--- src/rtl/alu8_pkg.sv ---
package alu8_pkg;

    typedef enum logic [3:0] {
        OP_LOAD  = 4'd0,
        OP_OR    = 4'd1,
        OP_AND   = 4'd2,
        OP_XOR   = 4'd3,
        OP_CMP   = 4'd4,
        OP_ADC   = 4'd5,
        OP_SBC   = 4'd6,
        OP_INC   = 4'd7,
        OP_DEC   = 4'd8,
        OP_SHL   = 4'd9,
        OP_SHR   = 4'd10,
        OP_ROL   = 4'd11,
        OP_ROR   = 4'd12,
        OP_STORE = 4'd13,
        OP_RSV0  = 4'd14,
        OP_RSV1  = 4'd15
    } alu_op_e;

    typedef enum logic [2:0] {
        AS_ADD,
        AS_SUB,
        AS_CMP,
        AS_INC,
        AS_DEC
    } addsub_mode_e;

    localparam int NFLAG = 5;
    localparam int FL_N  = 4;
    localparam int FL_V  = 3;
    localparam int FL_H  = 2;
    localparam int FL_Z  = 1;
    localparam int FL_C  = 0;

endpackage

--- src/rtl/alu8_bitwise.sv ---
module alu8_bitwise
    import alu8_pkg::*;
#(
    parameter int W = 8
) (
    input  alu_op_e        sel,
    input  logic [W-1:0]   a,
    input  logic [W-1:0]   b,
    output logic [W-1:0]   y
);
    always_comb begin
        case (sel)
            OP_OR:   y = a | b;
            OP_AND:  y = a & b;
            OP_XOR:  y = a ^ b;
            default: y = b;
        endcase
    end
endmodule

--- src/rtl/alu8_addsub.sv ---
module alu8_addsub
    import alu8_pkg::*;
#(
    parameter int W = 8
) (
    input  addsub_mode_e   mode,
    input  logic [W-1:0]   a,
    input  logic [W-1:0]   b,
    input  logic           cin,
    output logic [W-1:0]   y,
    output logic           cout,
    output logic           hout,
    output logic           vout
);
    localparam int HB = W / 2;

    logic [W-1:0]  b_eff;
    logic          c_eff;
    logic [W:0]    full_d;
    logic [HB:0]   low_d;

    always_comb begin
        case (mode)
            AS_SUB:  begin b_eff = ~b;        c_eff = cin;  end
            AS_CMP:  begin b_eff = ~b;        c_eff = 1'b1; end
            AS_INC:  begin b_eff = '0;        c_eff = 1'b1; end
            AS_DEC:  begin b_eff = '1;        c_eff = 1'b0; end
            default: begin b_eff = b;         c_eff = cin;  end
        endcase
        full_d = {1'b0, a} + {1'b0, b_eff} + {{W{1'b0}}, c_eff};
        low_d  = {1'b0, a[HB-1:0]} + {1'b0, b_eff[HB-1:0]} + {{HB{1'b0}}, c_eff};
        y      = full_d[W-1:0];
        cout   = full_d[W];
        hout   = low_d[HB];
        vout   = (a[W-1] == b_eff[W-1]) && (full_d[W-1] != a[W-1]);
    end
endmodule

--- src/rtl/alu8_shifter.sv ---
module alu8_shifter #(
    parameter int W = 8
) (
    input  logic           to_right,
    input  logic           through_c,
    input  logic           cin,
    input  logic [W-1:0]   a,
    output logic [W-1:0]   y,
    output logic           cout
);
    logic fill;

    always_comb begin
        fill = through_c & cin;
        if (to_right) begin
            y    = {fill, a[W-1:1]};
            cout = a[0];
        end else begin
            y    = {a[W-2:0], fill};
            cout = a[W-1];
        end
    end
endmodule

--- src/rtl/alu8_flagged.sv ---
module alu8_flagged
    import alu8_pkg::*;
#(
    parameter int W = 8
) (
    input  logic           clk,
    input  logic           rst_n,
    input  logic           step,
    input  logic [3:0]     op,
    input  logic [W-1:0]   opa,
    input  logic [W-1:0]   opb,
    output logic [W-1:0]   res,
    output logic [4:0]     flag_we,
    output logic [4:0]     flags_next,
    output logic [4:0]     flags
);
    localparam logic [NFLAG-1:0] WE_NZ  = NFLAG'((1 << FL_N) | (1 << FL_Z));
    localparam logic [NFLAG-1:0] WE_NZC = WE_NZ | NFLAG'(1 << FL_C);
    localparam logic [NFLAG-1:0] WE_ALL = '1;

    typedef struct packed {
        logic [W-1:0]      res;
        logic [NFLAG-1:0]  we;
        logic [NFLAG-1:0]  fl;
    } alu_step_t;

    alu_op_e           op_e;
    alu_step_t         nx_d;
    logic [NFLAG-1:0]  flags_q;
    addsub_mode_e      as_mode;
    logic [W-1:0]      bw_y, as_y, sh_y, nz_src;
    logic              as_c, as_h, as_v, sh_c;
    logic [NFLAG-1:0]  cand;

    assign op_e = alu_op_e'(op);

    always_comb begin
        case (op_e)
            OP_SBC:  as_mode = AS_SUB;
            OP_CMP:  as_mode = AS_CMP;
            OP_INC:  as_mode = AS_INC;
            OP_DEC:  as_mode = AS_DEC;
            default: as_mode = AS_ADD;
        endcase
    end

    alu8_bitwise #(.W(W)) u_bw (
        .sel (op_e),
        .a   (opa),
        .b   (opb),
        .y   (bw_y)
    );

    alu8_addsub #(.W(W)) u_as (
        .mode (as_mode),
        .a    (opa),
        .b    (opb),
        .cin  (flags_q[FL_C]),
        .y    (as_y),
        .cout (as_c),
        .hout (as_h),
        .vout (as_v)
    );

    alu8_shifter #(.W(W)) u_sh (
        .to_right  (op_e == OP_SHR || op_e == OP_ROR),
        .through_c (op_e == OP_ROL || op_e == OP_ROR),
        .cin       (flags_q[FL_C]),
        .a         (opa),
        .y         (sh_y),
        .cout      (sh_c)
    );

    always_comb begin
        nx_d     = '0;
        nx_d.res = opa;
        nx_d.we  = '0;
        nz_src   = opa;
        cand     = '0;
        case (op_e)
            OP_LOAD, OP_OR, OP_AND, OP_XOR: begin
                nx_d.res = bw_y;
                nx_d.we  = WE_NZ;
                nz_src   = bw_y;
            end
            OP_STORE: nx_d.res = bw_y;
            OP_CMP: begin
                nx_d.we     = WE_NZC;
                nz_src      = as_y;
                cand[FL_C]  = as_c;
            end
            OP_ADC, OP_SBC: begin
                nx_d.res    = as_y;
                nx_d.we     = WE_ALL;
                nz_src      = as_y;
                cand[FL_C]  = as_c;
                cand[FL_H]  = as_h;
                cand[FL_V]  = as_v;
            end
            OP_INC, OP_DEC: begin
                nx_d.res = as_y;
                nx_d.we  = WE_NZ;
                nz_src   = as_y;
            end
            OP_SHL, OP_SHR, OP_ROL, OP_ROR: begin
                nx_d.res    = sh_y;
                nx_d.we     = WE_NZC;
                nz_src      = sh_y;
                cand[FL_C]  = sh_c;
            end
            default: ;
        endcase
        cand[FL_N] = nz_src[W-1];
        cand[FL_Z] = (nz_src == '0);
        nx_d.fl    = (cand & nx_d.we) | (flags_q & ~nx_d.we);
    end

    always_ff @(posedge clk or negedge rst_n) begin
        if (!rst_n)
            flags_q <= '0;
        else if (step)
            flags_q <= nx_d.fl;
    end

    assign res        = nx_d.res;
    assign flag_we    = nx_d.we;
    assign flags_next = nx_d.fl;
    assign flags      = flags_q;


    load_edge_chk: assert property (@(posedge clk) disable iff (!rst_n)
        step |=> (flags == $past(flags_next)));


    hold_edge_chk: assert property (@(posedge clk) disable iff (!rst_n)
        !step |=> $stable(flags));


    untouched_chk: assert property (@(posedge clk) disable iff (!rst_n)
        ((flags_next ^ flags) & ~flag_we) == '0);


    reserved_chk: assert property (@(posedge clk) disable iff (!rst_n)
        (op >= 4'd14) |-> (flag_we == '0 && res == opa));


    cmp_borrow_chk: assert property (@(posedge clk) disable iff (!rst_n)
        (op == 4'd4) |-> (flag_we[FL_C] && flags_next[FL_C] == (opa >= opb) && res == opa));


    inc_wrap_chk: assert property (@(posedge clk) disable iff (!rst_n)
        (op == 4'd7) |-> (res == W'(opa + 1'b1) && flag_we[FL_C] == 1'b0));

endmodule

--- config.mk ---
export PLATFORM = sky130hd
export DESIGN_NAME = alu8_flagged
export DESIGN_NICKNAME = d
export VERILOG_FILES = /design/src/rtl/alu8_pkg.sv /design/src/rtl/alu8_bitwise.sv /design/src/rtl/alu8_addsub.sv /design/src/rtl/alu8_shifter.sv /design/src/rtl/alu8_flagged.sv
export SDC_FILE = /design/constraint.sdc
export NUM_CORES = 1
export LEC_CHECK = 0
export BUFFER_PORTS_ARGS = -buffer_cell sky130_fd_sc_hd__buf_2
export CAP_MARGIN = 10
export CORE_MARGIN = 2
export CORE_UTILIZATION = 42
export DETAILED_ROUTE_END_ITERATION = 6
export PLACE_DENSITY = 0.66
export REMOVE_ABC_BUFFERS = 1
export SYNTH_ARGS = -nofsm -noshare
export SYNTH_HDL_FRONTEND = slang
export SYNTH_SLANG_ARGS = --single-unit
--- constraint.sdc ---
create_clock -name clk -period 5 [get_ports clk]
set_input_delay 0.75 -clock clk [delete_from_list [all_inputs] [get_ports clk]]
set_output_delay 0.75 -clock clk [all_outputs]
set_load 0.1 [all_outputs]
==> results.yml, run 1 <==
synthesis:
  ys_warn_count: 0
  synth.lib_cells_used.distinct: 60
  yosysTopAreaCellShare_pct: 14.95
  postSynth.asyncResetShare_pct: 100.0
  synth-seq-cells: 5
  yosys.area.top_type: "sky130_fd_sc_hd__ha_1"
  synth_area_per_cell_um2: 6.922
  synth_enable_flop_cells: 0
  synth.cell_area_um2: 1924
  yosysMostFrequentCell: "sky130_fd_sc_hd__a21oi_1"
  ys_top_cells_by_count: "sky130_fd_sc_hd__a21oi_1, sky130_fd_sc_hd__nor2_1, sky130_fd_sc_hd__inv_1, sky130_fd_sc_hd__ha_1, sky130_fd_sc_hd__o21ai_0"
  primary_ff_master_synth: "sky130_fd_sc_hd__dfrtp_1"
  post_synthesis_sequential_area_ratio_pct: 6.502
  syn-instance-count: 278
  synth_top_cells_by_area: "sky130_fd_sc_hd__ha_1, sky130_fd_sc_hd__a21oi_1, sky130_fd_sc_hd__dfrtp_1"
final_layout:
  fin_nets: 365
  area_delta_synth_final_pct: 20.42
  largest_register_ff_count: 5
  antenna-diode-count: 0
  design_area_um2: 2317
  layout.cells.non_filler: 368
  drive_above_1_share_pct: 21.20
  filler_cell_count: 439
pwr:
  total_power_density_per_cell_area_nw_per_um2: 297.8
  ir_worst_vdd_v: 0.0002061
  totalPowerFinal_uw: 690.1
  leakage_uw: 0.001109
worst_setup_path:
  startpoint_type: "primary input"
  endpoint_kind: "output pin"
  critical_path.slowest_cell: "sky130_fd_sc_hd__fa_1"
  worst-path-max-fanout: 12
  timing.critical_path.cells: "buf_2 > nand2b_1 > buf_4 > o21ai_0 > a22o_1 > fa_1 > fa_1 > a21o_1 > a21oi_1 > xnor2_1 > nor3_2 > o211ai_1 > a2111oi_4 > a21o_1 > buf_12"
  critical_path_class: "primary input to output pin"
  cp.arrival_ns: 4.05
  worst_path_largest_cell_delay_ns: 0.45
  worstPathRequired_ns: 4.25
clock_tree:
  htree_levels: 1
  cts_buffers: 3
  clockBufferDepth: 2
  numClockSinks: 5
  clk_latency_ns: 0.23
  clk_transition_reported_paths_ns: 0.04
  clock_tree_from_tritoncts: "done"
  cts_root_buffer: "sky130_fd_sc_hd__clkbuf_8"
floorplanning:
  die_height_um: 71.69
  floorplan.die.width_um: 71.69
  number_of_placement_rows: 24
  fp.dieArea_um2: 5139
  floorplan.core_area_um2: 4384
  top_level_ports: 46
  initial_util_pct: 43.89
detailed_routing:
  via_per_inst: 6.082
  num_vias: 2238
  initialDrtViolationCount: 206
  antenna_violating_nets_post_route: 0
  drt_first_pass_iters: 5
  wire_per_inst_um: 16.46
  route.final.wire_length_um: 6057
  drcViolationCount: 0
global_route:
  antenna_violations_before_repair: 0
  global_route_wire_length_before_repair_um: 9756
  gr-usage-all-layers_pct: 23.67
  pin_count_of_the_biggest_net_entering_global_routing: 40
  grt_remaining_overflow: 0
  grt_pass1_vias: 2026
hold_path:
  hold_path_class: "primary input to async pin"
placed_design:
  buffer_ports.inserted: 45
  hpwlAfterDp_um: 4837
  placed_cell_area_um2: 2260
  placed_cells: 364
  routabilityCongestion: 0.9496
timing:
  timing.final.crit_period_ns: 4.798
  relSlewSlack_pct: 38.01
  hold_viol: 0
  worst-slew-pin-transition_ns: 0.9237
  final_number_of_setup_violating_endpoints: 0
  clock_skew_ns: 0.003711
  max_clock_freq_mhz: 208.4
  slew_viol_final: 0
  post-route-period-util_pct: 95.97
run:
  drv.max_cap_violation_count: 0
status:
  status: "finished, final reports clean"
-- power by group --
part / switching, uW / internal [uW]
Combinational: 408 / 144
Sequential: 10.4 / 51.0
Clock: 22.5 / 54.9
Total: 440 / 250
-- through the flow --
stage               hold WS (ns)  setup TNS, ns  worst slack, ns  util (%)
finish                    0.3300              0           0.2017     52.85
global route              0.3373       -0.04225         -0.04225     52.85
CTS                       0.3292              0           0.1762     52.57
detailed placement        0.5004              0           0.1811     51.54
global placement          0.4926              0           0.2704     51.54
floorplan                 0.4544         -5.629           -1.776         -
-- cells by family after synthesis --
kind of cell | share of synthesized area, %
flops | 6.502
compound gates | 38.69
xor+xnor | 2.731
simple gates | 22.37
fa+ha+maj | 17.04
buf+inv | 9.948
mux | 2.731
-- timing repair --
action                                  CTS  global route
resized for setup                         0             1
setup buffers                             0             0
endpoints found under the setup margin    0             1
hold buffers                              0             0
-- critical path, delay by kind of cell --
family / cells / cell delay, ns
AOI/OAI and AO/OA: 7 / 1.43
adders and majority gates: 2 / 0.88
buffers and inverters: 3 / 0.51
and+or+nand+nor: 2 / 0.34
xor gates and xnor gates: 1 / 0.15
-- layer usage --
metal | part of all wire [%] | track usage (%) | wire length (um)
met5 | 0 | 0 | 0
met3 | 8.2 | 2.110 | 494
met1 | 46 | 34.39 | 2783
met4 | 2.2 | 7.338 | 135
met2 | 44 | 36.93 | 2643
-- final cells by class --
class | count | area [um2] | share of cell area (%)
flip-flops and latches | 5 | 125.1 | 5.400
inverters | 25 | 93.84 | 4.050
well taps | 52 | 65.06 | 2.808
repair buffers | 54 | 367.9 | 15.87
clock buffers | 4 | 45.04 | 1.944
multi-input cells | 228 | 1620 | 69.92
-- worst paths after layout --
path | depth (start not counted) | slack, ns | startpoint | endpoint
max in group asynchronous | 1 | 4.53 | rst_n | flags[2]
max reg2reg | 13 | 1.77 | flags[0] | flags[1]
min | 1 | 0.33 | rst_n | flags[4]
min reg2reg | 2 | 0.50 | flags[3] | flags[3]
min in group clk | 2 | 0.50 | flags[3] | flags[3]
max | 15 | 0.20 | op[3] | flags_next[1]
-- cells in the final DEF, fill, tap and decap left out, drive strengths merged, types with 3 or more instances in the layout --
master and instances:
a2111oi 3, a21o 6, a21oi 28, a22o 10, a31oi 6, a32o 5
and2 4, buf 54, clkbuf 4, dfrtp 5, ha 23, inv 25
mux2i 3, nand2 17, nand2b 13, nand3 6, nor2 26, nor3 3
o211ai 4, o21ai 23, xnor2 4
No activity file was read; power rests on OpenSTA's default activity.
==> run 2, diff against run 1 <==
--- a/config.mk
+++ b/config.mk
@@ -10,8 +10,10 @@
 export CORE_MARGIN = 2
 export CORE_UTILIZATION = 42
 export DETAILED_ROUTE_END_ITERATION = 6
-export PLACE_DENSITY = 0.66
+export PLACE_DENSITY = 0.64
+export RECOVER_POWER = 25
 export REMOVE_ABC_BUFFERS = 1
 export SYNTH_ARGS = -nofsm -noshare
 export SYNTH_HDL_FRONTEND = slang
+export SYNTH_HIERARCHICAL = 1
 export SYNTH_SLANG_ARGS = --single-unit
==> results.yml, run 2 <==
status:
  status: "finished, final reports clean"
detailed_routing:
  initialDrtViolationCount: 187
  route.final.wire_length_um: 7464
  antenna_violating_nets_post_route: 0
  drt_first_pass_iters: 5
  wire_per_inst_um: 15.65
  num_vias: 2744
  via_per_inst: 5.753
  drcViolationCount: 0
clock_tree:
  cts.hold.buffers_added: 0
  clk_latency_ns: 0.22
  cts_buffers: 3
  numClockSinks: 5
  cts_root_buffer: "sky130_fd_sc_hd__clkbuf_8"
  clk_transition_reported_paths_ns: 0.04
  clock_tree_from_tritoncts: "done"
  htree_levels: 1
  clockBufferDepth: 2
final_layout:
  largest_register_ff_count: 5
  antenna-diode-count: 0
  layout.cells.non_filler: 477
  filler_cell_count: 526
  area_delta_synth_final_pct: 28.79
  final_common_cell: "sky130_fd_sc_hd__nand2_1"
  fin_nets: 454
  layout_common_cells: "sky130_fd_sc_hd__nand2_1, sky130_fd_sc_hd__nor2_1, sky130_fd_sc_hd__buf_4, sky130_fd_sc_hd__buf_2, sky130_fd_sc_hd__inv_1"
  drive_above_1_share_pct: 28.64
global_route:
  pin_count_of_the_biggest_net_entering_global_routing: 42
  grt_pass1_vias: 2543
  gr-usage-all-layers_pct: 22.73
  global_route_met1_utilization_pct: 31.20
  global_route_wire_length_before_repair_um: 11820
  antenna_violations_before_repair: 0
  globalRoute.busiestLayer: "met2"
  grt_remaining_overflow: 0
  grt_util_met3_pct: 2.247
  grt.met2_usage_pct: 39.00
placed_design:
  dpl_worst_slack_ns: -0.1891
  placed_cells: 467
  hpwlAfterDp_um: 5571
  routabilityCongestion: 0.9178
  buffer_ports.inserted: 45
synthesis:
  ys_top_cells_by_count: "sky130_fd_sc_hd__nand2_1, sky130_fd_sc_hd__nor2_1, sky130_fd_sc_hd__inv_1, sky130_fd_sc_hd__ha_1, sky130_fd_sc_hd__o21ai_0"
  yosysMostFrequentCell: "sky130_fd_sc_hd__nand2_1"
  synth_top_cells_by_area: "sky130_fd_sc_hd__ha_1, sky130_fd_sc_hd__nand2_1, sky130_fd_sc_hd__dfrtp_1"
  yosys.area.top_type: "sky130_fd_sc_hd__ha_1"
  synth-seq-cells: 5
  postSynth.asyncResetShare_pct: 100.0
  synth.cell_area_um2: 2434
  syn-instance-count: 348
  primary_ff_master_synth: "sky130_fd_sc_hd__dfrtp_1"
  synth_area_per_cell_um2: 6.993
  ys_warn_count: 6
  synth.lib_cells_used.distinct: 66
  yosysTopAreaCellShare_pct: 11.83
  post_synthesis_sequential_area_ratio_pct: 5.141
  synth_enable_flop_cells: 0
pwr:
  ir_worst_vdd_v: 0.0002502
  total_power_density_per_cell_area_nw_per_um2: 276.8
  leakage_uw: 0.001471
  totalPowerFinal_uw: 867.5
timing:
  final_number_of_setup_violating_endpoints: 0
  grt_setup_unrepaired: "yes"
  worst-slew-pin-transition_ns: 1.165
  hold_viol: 0
  slew_viol_final: 0
  setup_tns_ns: 0
  clock_skew_ns: 0.004485
  post-route-period-util_pct: 98.84
  max_clock_freq_mhz: 202.4
  final_critical_path_setup_slack_ns: 0.05812
  timing.final.crit_period_ns: 4.942
  relSlewSlack_pct: 22.64
floorplanning:
  die_height_um: 80.12
  fp.dieArea_um2: 6419
  floorplan.core_area_um2: 5540
  number_of_placement_rows: 27
  initial_util_pct: 43.93
  top_level_ports: 46
  floorplan.die.width_um: 80.12
worst_setup_path:
  worst-path-max-fanout: 3
  critical_path_class: "primary input to output pin"
  cp.arrival_ns: 4.19
  timing.critical_path.cells: "buf_12 > xor2_4 > nor3b_2 > buf_4 > xor2_1 > nand2b_1 > o211ai_1 > fa_2 > inv_2 > fa_2 > nor2b_4 > o31a_1 > o31ai_2 > a21boi_2 > buf_4 > inv_2 > o22ai_2 > nand2_1 > o21ai_2 > o32ai_2 > clkbuf_8"
  worstPathRequired_ns: 4.25
  critical_path.slowest_cell: "sky130_fd_sc_hd__fa_2"
  startpoint_type: "primary input"
  worst_path_largest_cell_delay_ns: 0.41
  endpoint_kind: "output pin"
run:
  drv.max_cap_violation_count: 0
hold_path:
  hold_path_class: "primary input to async pin"
run 2: critical path, delay by kind of cell:
family	cells	cell delay, ns
fa+ha+maj	2	0.71
buf+inv	6	0.79
simple gates	4	0.49
compound gates	7	1.13
xor+xnor	2	0.32
run 2: logic make-up after synthesis:
kind of cell	Yosys count	synth area share, %
simple gates	119	23.50
compound gates	117	34.19
buf+inv	53	10.49
fa+ha+maj	26	13.88
mux	20	9.923
xor+xnor	8	2.879
flops	5	5.141
run 2: final timing paths:
kind | start | end | slack, ns | depth (start not counted)
hold / removal | rst_n | flags[4] | 0.38 | 1
setup reg to reg | flags[0] | flags[1] | 1.84 | 12
hold reg to reg | flags[2] | flags[2] | 0.54 | 1
setup / recovery | op[0] | flags_next[1] | 0.06 | 21
max in group asynchronous | rst_n | flags[1] | 4.39 | 1
min in group clk | flags[2] | flags[2] | 0.54 | 1
run 2: area by class of cell:
cell class	count	area, um2	area share (%)
multi-input combinational	290	2116	67.50
timing repair buffer	78	653.1	20.84
sequential	5	125.1	3.992
inverter	28	105.1	3.353
tap	72	90.09	2.874
clock buffer	4	45.04	1.437
run 2: what timing repair did:
action                     in CTS  in global routing
setup buffers                   1                  5
setup endpoints to repair       2                  6
pin swaps                       0                 10
gates resized for setup         3                 24
run 2: report_power, final:
group | total, uW | internal (uW) | switching [uW]
combinational | 730 | 256 | 473
sequential | 61.7 | 50.9 | 10.8
clock | 76.1 | 54.9 | 21.2
run 2: metal layers:
layer,part of all wire (%),vias up
li1,-,1369
met1,46,1293
met2,48,74
met3,5.2,8
met4,1.1,0
met5,0,-
run 2: per-stage QoR:
stage	instance area [um2]	hold WS (ns)	utilization, %
6_report	3134	0.3791	56.57
2_1_floorplan	2283	0.4544	-
4_1_cts	3020	0.3371	54.52
5_1_grt	3134	0.4094	56.57
3_5_place_dp	2957	0.5310	53.36
3_3_place_gp	2957	0.5339	53.36
